`config.mk`:
```
export PLATFORM = sky130hd
export DESIGN_NAME = irq_steer_ctrl
export DESIGN_NICKNAME = d
export VERILOG_FILES = /design/src/rtl/irqs_pkg.sv /design/src/rtl/irqs_sync.sv /design/src/rtl/irqs_regs.sv /design/src/rtl/irqs_src_cell.sv /design/src/rtl/irq_steer_ctrl.sv
export SDC_FILE = /design/constraint.sdc
export NUM_CORES = 1
export LEC_CHECK = 0
export ABC_AREA = 1
export BUFFER_PORTS_ARGS = -buffer_cell sky130_fd_sc_hd__buf_2
export CORE_MARGIN = 2
export CORE_UTILIZATION = 30
export DETAILED_ROUTE_END_ITERATION = 8
export GPL_ROUTABILITY_DRIVEN = 0
export GPL_TIMING_DRIVEN = 0
export HOLD_SLACK_MARGIN = 0.08
export PLACE_DENSITY_LB_ADDON = 0.12
export RECOVER_POWER = 25
export SKIP_CTS_REPAIR_TIMING = 1
export SLEW_MARGIN = 20
export SYNTH_ARGS = -nofsm -noshare
export SYNTH_HDL_FRONTEND = slang
export SYNTH_SLANG_ARGS = --single-unit
```
`constraint.sdc`:
```
create_clock -name clk -period 1.5 [get_ports clk]
set_input_delay 0.075 -clock clk [delete_from_list [all_inputs] [get_ports clk]]
set_output_delay 0.075 -clock clk [all_outputs]
set_load 0.02 [all_outputs]
```
`src/rtl/irqs_pkg.sv`:
```
package irqs_pkg;
  localparam int ADDR_W = 6;
  localparam int N_CTRL = 7;

  typedef enum logic [1:0] {
    OP_READ = 2'd0,
    OP_SET  = 2'd1,
    OP_CLR  = 2'd2,
    OP_LOAD = 2'd3
  } op_e;

  typedef enum logic [3:0] {
    RID_TRIG0  = 4'd0,
    RID_TRIG1  = 4'd1,
    RID_TRIG2  = 4'd2,
    RID_SRCSEL = 4'd3,
    RID_ROUTE  = 4'd4,
    RID_WAKE   = 4'd5,
    RID_MASK   = 4'd6,
    RID_RISE   = 4'd7,
    RID_FALL   = 4'd8,
    RID_STAT0  = 4'd9,
    RID_STAT1  = 4'd10,
    RID_TEST   = 4'd11
  } rid_e;

  typedef enum logic [2:0] {
    TRIG_OFF  = 3'b000,
    TRIG_RISE = 3'b001,
    TRIG_FALL = 3'b010,
    TRIG_BOTH = 3'b011,
    TRIG_HIGH = 3'b101,
    TRIG_LOW  = 3'b110
  } trig_e;
endpackage

```
`src/rtl/irqs_sync.sv`:
```
// Two-flop synchroniser followed by a history register for edge detection.
module irqs_sync #(
  parameter int W = 32
) (
  input  logic         clk,
  input  logic         rst,
  input  logic [W-1:0] d,
  output logic [W-1:0] cur,
  output logic [W-1:0] prev
);
  logic [W-1:0] meta_q, stab_q, hist_q;

  always_ff @(posedge clk) begin
    if (rst) begin
      meta_q <= '0;
      stab_q <= '0;
      hist_q <= '0;
    end else begin
      meta_q <= d;
      stab_q <= meta_q;
      hist_q <= stab_q;
    end
  end

  assign cur  = stab_q;
  assign prev = hist_q;
endmodule

```
`src/rtl/irqs_regs.sv`:
```
// Set/clear control registers, test register and latch-clear strobes.
module irqs_regs import irqs_pkg::*; #(
  parameter int W = 32
) (
  input  logic         clk,
  input  logic         rst,
  input  logic         wr_en,
  input  logic [3:0]   wr_id,
  input  logic [1:0]   wr_op,
  input  logic [W-1:0] wr_data,
  output logic [W-1:0] trig0,
  output logic [W-1:0] trig1,
  output logic [W-1:0] trig2,
  output logic [W-1:0] srcsel,
  output logic [W-1:0] route,
  output logic [W-1:0] wake_en,
  output logic [W-1:0] mask,
  output logic [W-1:0] test_val,
  output logic [W-1:0] rise_clr,
  output logic [W-1:0] fall_clr
);
  logic [W-1:0] ctrl_v [N_CTRL];
  logic [W-1:0] test_q;

  for (genvar g = 0; g < N_CTRL; g++) begin : g_ctrl
    localparam logic [W-1:0] RST_VAL =
      ((g == int'(RID_SRCSEL)) || (g == int'(RID_ROUTE))) ? {W{1'b1}} : {W{1'b0}};
    logic         hit;
    logic [W-1:0] q;
    assign hit = wr_en && (wr_id == 4'(g));
    always_ff @(posedge clk) begin
      if (rst) begin
        q <= RST_VAL;
      end else if (hit && (wr_op == OP_SET)) begin
        q <= q | wr_data;
      end else if (hit && (wr_op == OP_CLR)) begin
        q <= q & ~wr_data;
      end
    end
    assign ctrl_v[g] = q;
  end

  always_ff @(posedge clk) begin
    if (rst) begin
      test_q <= '0;
    end else if (wr_en && (wr_id == RID_TEST) && (wr_op == OP_LOAD)) begin
      test_q <= wr_data;
    end
  end

  assign trig0    = ctrl_v[RID_TRIG0];
  assign trig1    = ctrl_v[RID_TRIG1];
  assign trig2    = ctrl_v[RID_TRIG2];
  assign srcsel   = ctrl_v[RID_SRCSEL];
  assign route    = ctrl_v[RID_ROUTE];
  assign wake_en  = ctrl_v[RID_WAKE];
  assign mask     = ctrl_v[RID_MASK];
  assign test_val = test_q;

  assign rise_clr = (wr_en && (wr_id == RID_RISE) && (wr_op == OP_CLR)) ? wr_data : '0;
  assign fall_clr = (wr_en && (wr_id == RID_FALL) && (wr_op == OP_CLR)) ? wr_data : '0;
endmodule

```
`src/rtl/irqs_src_cell.sv`:
```
// Per-source trigger decode, sticky edge latches and pending generation.
module irqs_src_cell import irqs_pkg::*; (
  input  logic       clk,
  input  logic       rst,
  input  logic       cur,
  input  logic       prev,
  input  logic [2:0] mode,
  input  logic       rise_clr,
  input  logic       fall_clr,
  output logic       pending,
  output logic       rise_lat,
  output logic       fall_lat
);
  logic rise_ev, fall_ev, en_r, en_f;
  logic rise_q, fall_q;

  assign rise_ev = cur & ~prev;
  assign fall_ev = ~cur & prev;
  assign en_r    = (mode == TRIG_RISE) || (mode == TRIG_BOTH);
  assign en_f    = (mode == TRIG_FALL) || (mode == TRIG_BOTH);

  // A new edge has priority over a clear in the same cycle.
  always_ff @(posedge clk) begin
    if (rst) begin
      rise_q <= 1'b0;
      fall_q <= 1'b0;
    end else begin
      rise_q <= (rise_q & ~rise_clr) | (en_r & rise_ev);
      fall_q <= (fall_q & ~fall_clr) | (en_f & fall_ev);
    end
  end

  always_comb begin
    unique case (mode)
      TRIG_HIGH: pending = cur;
      TRIG_LOW:  pending = ~cur;
      TRIG_RISE, TRIG_FALL, TRIG_BOTH:
                 pending = (en_r & rise_q) | (en_f & fall_q);
      default:   pending = 1'b0;
    endcase
  end

  assign rise_lat = rise_q;
  assign fall_lat = fall_q;
endmodule

```
`src/rtl/irq_steer_ctrl.sv`:
```
module irq_steer_ctrl import irqs_pkg::*; #(
  parameter int N_SRC = 32
) (
  input  logic              clk,
  input  logic              rst,
  input  logic              wr_en,
  input  logic [ADDR_W-1:0] wr_addr,
  input  logic [N_SRC-1:0]  wr_data,
  input  logic              rd_en,
  input  logic [ADDR_W-1:0] rd_addr,
  output logic [N_SRC-1:0]  rd_data,
  input  logic [N_SRC-1:0]  src_i,
  output logic              req0_o,
  output logic              req1_o,
  output logic              wake_o
);
  logic [N_SRC-1:0] trig0_q, trig1_q, trig2_q, srcsel_q, route_q, wake_q, mask_q, test_q;
  logic [N_SRC-1:0] rise_clr, fall_clr, rise_q, fall_q;
  logic [N_SRC-1:0] sel_in, s_cur, s_prev, pend, stat0, stat1;
  logic [N_SRC-1:0] rd_q, rd_mux;
  logic             req0_q, req1_q, wk_q;

  irqs_regs #(.W(N_SRC)) u_regs (
    .clk      (clk),
    .rst      (rst),
    .wr_en    (wr_en),
    .wr_id    (wr_addr[ADDR_W-1:2]),
    .wr_op    (wr_addr[1:0]),
    .wr_data  (wr_data),
    .trig0    (trig0_q),
    .trig1    (trig1_q),
    .trig2    (trig2_q),
    .srcsel   (srcsel_q),
    .route    (route_q),
    .wake_en  (wake_q),
    .mask     (mask_q),
    .test_val (test_q),
    .rise_clr (rise_clr),
    .fall_clr (fall_clr)
  );

  assign sel_in = (srcsel_q & src_i) | (~srcsel_q & test_q);

  irqs_sync #(.W(N_SRC)) u_sync (
    .clk  (clk),
    .rst  (rst),
    .d    (sel_in),
    .cur  (s_cur),
    .prev (s_prev)
  );

  for (genvar n = 0; n < N_SRC; n++) begin : g_src
    irqs_src_cell u_cell (
      .clk      (clk),
      .rst      (rst),
      .cur      (s_cur[n]),
      .prev     (s_prev[n]),
      .mode     ({trig2_q[n], trig1_q[n], trig0_q[n]}),
      .rise_clr (rise_clr[n]),
      .fall_clr (fall_clr[n]),
      .pending  (pend[n]),
      .rise_lat (rise_q[n]),
      .fall_lat (fall_q[n])
    );
  end

  assign stat0 = pend & mask_q & route_q;
  assign stat1 = pend & mask_q & ~route_q;

  always_comb begin
    rd_mux = '0;
    if (rd_addr[1:0] == OP_READ) begin
      case (rd_addr[ADDR_W-1:2])
        RID_TRIG0:  rd_mux = trig0_q;
        RID_TRIG1:  rd_mux = trig1_q;
        RID_TRIG2:  rd_mux = trig2_q;
        RID_SRCSEL: rd_mux = srcsel_q;
        RID_ROUTE:  rd_mux = route_q;
        RID_WAKE:   rd_mux = wake_q;
        RID_MASK:   rd_mux = mask_q;
        RID_RISE:   rd_mux = rise_q;
        RID_FALL:   rd_mux = fall_q;
        RID_STAT0:  rd_mux = stat0;
        RID_STAT1:  rd_mux = stat1;
        RID_TEST:   rd_mux = test_q;
        default:    rd_mux = '0;
      endcase
    end
  end

  always_ff @(posedge clk) begin
    if (rst) begin
      rd_q   <= '0;
      req0_q <= 1'b0;
      req1_q <= 1'b0;
      wk_q   <= 1'b0;
    end else begin
      if (rd_en) rd_q <= rd_mux;
      req0_q <= |stat0;
      req1_q <= |stat1;
      wk_q   <= |(pend & wake_q);
    end
  end

  assign rd_data = rd_q;
  assign req0_o  = req0_q;
  assign req1_o  = req1_q;
  assign wake_o  = wk_q;
endmodule

```
==> results.yml <==
synth:
  synth_adder_area_share_pct: 0
  synth_area_sq_um: 21000
  synth_top_family_by_area: "simple AND/OR/NAND/NOR gates"
  synth-compound-area-share_pct: 18.4
  synthXorXnorAreaFrac_pct: 0
  synthMuxAreaShare_pct: 0
  synth_fp_nets: 3238
  yosysWarnings: 0
  synth-seq-cells: 451
  synth_cells: 3158
  synth_simple_gate_area_share_pct: 30.1
  synth_cell_types: 27
  ys_seq_area_share_pct: 42.9
  avgSynthCellArea_sq_um: 6.66
detailed_routing:
  totalWireLength_um: 106000
  first_iter_violations: 2510
  drtAntennaViolNets: 0
  via_count: 23300
  dr.pass1.iters: 8
  drc_errors: 0
  viasPerCell: 5.34
  wl_per_cell_um: 24.3
worst_hold_path:
  hold_class: "primary input to flop"
  whs_path_depth: 5
critical_path:
  arrival_ns: 2.13
  critPathCaptureType: "flop"
  cp.required_ns: 1.94
  worst_r2r_path_depth: 10
  path_max_fanout: 5
  crit_type: "flop to flop"
  cp-start-kind: "flop"
clock_tree:
  htree_levels: 2
  root_buffer: "clkbuf_16"
  clock_path_buffers: 3
  tritoncts: "done"
  cts_made_buffers: 54
  cts_num_sinks: 451
  path_clk_slew_ns: 0.06
  insertion_delay_ns: 0.63
global_routing:
  overflow: 0
  track_usage_pct: 28.6
  grt_pass1_vias: 20800
  grt_max_degree: 14
  antenna_found_initial: 7
  grt_first_pass_wirelength_um: 148000
place:
  placed_cell_area_sq_um: 22700
  dp_hpwl_um: 70400
  port_buffers: 81
  dp.cells: 4181
  pre_cts_ws_ns: -1.47
die:
  die-height_um: 269
  die_w_um: 269
  die_area_sq_um: 72200
  start_util_pct: 30.2
  core-area_sq_um: 69700
  io_pins: 115
  row_count: 97
finish:
  fillers: 7677
  layout-drive-gt1-share_pct: 12.4
  design_area_sq_um: 25800
  fin_cells: 4369
  area_growth_pct: 22.9
  fin_nets: 3465
sta:
  fmax_mhz: 591
  min_period_ns: 1.69
  worst_pin_slew_ns: 1.22
  hold_viol: 0
  fin_skew_ns: 0.0241
  slew_headroom_pct: 18.8
  rsz0062_at_grt: "true"
  slew_viol_final: 0
  fin_crit_sh_pct: 113
  setup_ws_ns: -0.192
  setup_tns_ns: -6.64
  setup_viol: 77
power:
  power_leakage_nw: 10.1
  vdd_drop_max_v: 0.000753
  pwr_density_cell_nw_per_um2: 1080
status:
  violations: "setup timing"
  outcome: "finished with violations"
job:
  cap_viol_max_count: 0
## cell usage in the layout (no fill, tap or decap), drive strengths merged
cell type and count:
o21a 2, nand2 775, o22ai 8, clkbuf 248, o41ai 3, dfxtp 451
o211ai 3, nand4 159, nand2b 1, buf 111, nand3b 1, o21ai 422
a2111oi 1, clkinv 8, and2 1, dlygate4sd3 67, inv 297, nand3 237
nor3 20, o2111ai 10, a21oi 309, diode 4, bufinv 3, nor2 285
clkinvlp 3
## kinds of logic after synthesis
group / Yosys count
and+or+nand+nor: 1479
AOI/OAI and AO/OA: 758
buffers and inverters: 470
DFF: 451
## power by group
group | switching (W) | internal [W] | total, W
Combinational | 0.00144 | 0.000429 | 0.00187
Clock | 0.00560 | 0.00811 | 0.0137
Sequential | 0.0000921 | 0.0121 | 0.0122
Total | 0.00712 | 0.0207 | 0.0278
## Yosys cell counts
| cell | n | area [sq um] |
|---|---|---|
| nand4_1 | 159 | 995 |
| o211ai_1 | 3 | 22.5 |
| inv_1 | 289 | 1080 |
| dfxtp_1 | 451 | 9030 |
| nor3_2 | 4 | 40.0 |
| nand2_1 | 775 | 2910 |
| buf_2 | 30 | 150 |
| o21ai_0 | 384 | 1920 |
| o41ai_1 | 3 | 26.3 |
| nor3_1 | 16 | 80.1 |
| o21ai_1 | 38 | 190 |
| nor2_1 | 278 | 1040 |
| a21oi_1 | 309 | 1550 |
| o22ai_1 | 8 | 50.1 |
| nor2_4 | 1 | 11.3 |
| o2111ai_1 | 10 | 87.6 |
| a2111oi_2 | 1 | 15.0 |
| and2_0 | 1 | 6.26 |
| clkbuf_1 | 123 | 462 |
| nand3_1 | 237 | 1190 |
| o21a_1 | 2 | 15.0 |
| nand3b_1 | 1 | 7.51 |
| nand2b_1 | 1 | 6.26 |
| inv_2 | 9 | 33.8 |
| buf_1 | 18 | 67.6 |
| nor2_2 | 6 | 37.5 |
| clkbuf_2 | 1 | 5.00 |
## per-layer routing
layer	wire, um	track usage (%)
met5	27	0
met2	46500	44.2
met1	45700	39.1
met3	9460	5.53
met4	4510	11.7
## final timing paths
check	start	to	slack [ns]
worst max-delay path	flop	wake_o	-0.19
worst min-delay path	wr_addr[3]	flop	0.05
worst max register to register	flop	wake_o	-0.19
worst min register to register	u_sync.meta_q[26]	u_sync.cur[26]	0.39
## area by class of cell
class	instances	area, sq um	share of cell area [%]
diodes	4	10.0	0.0387
plain buffers	172	797	3.08
clock buffers	83	1670	6.47
clock inverters	13	146	0.566
inverters	298	1130	4.37
multi-input cells	2237	10600	41.0
flip-flops and latches	451	9100	35.2
well taps	940	1180	4.55
repair buffers	171	1210	4.68
## stage by stage
stage | power, W | hold WS (ns) | utilization, %
2_1_floorplan | 0.0132 | 0.207 | -
3_3_place_gp | 0.0141 | 0.305 | 32.5
4_1_cts | 0.0277 | -0.344 | 35.1
3_5_place_dp | 0.0141 | 0.306 | 32.5
5_1_grt | 0.0285 | 0.0711 | 37.1
6_report | 0.0278 | 0.0538 | 37.1
## worst max-delay path, cell delays in order (launching register included)
cell	delay, ns
dfxtp_2	0.33
inv_4	0.07
nor2_2	0.03
nand3_1	0.06
nand4_1	0.24
nand2_1	0.14
nand2_1	0.10
nor2_2	0.19
nand2_2	0.11
nor2_4	0.13
a21oi_4	0.08
Note: power is estimated with default switching activity, not from simulation.
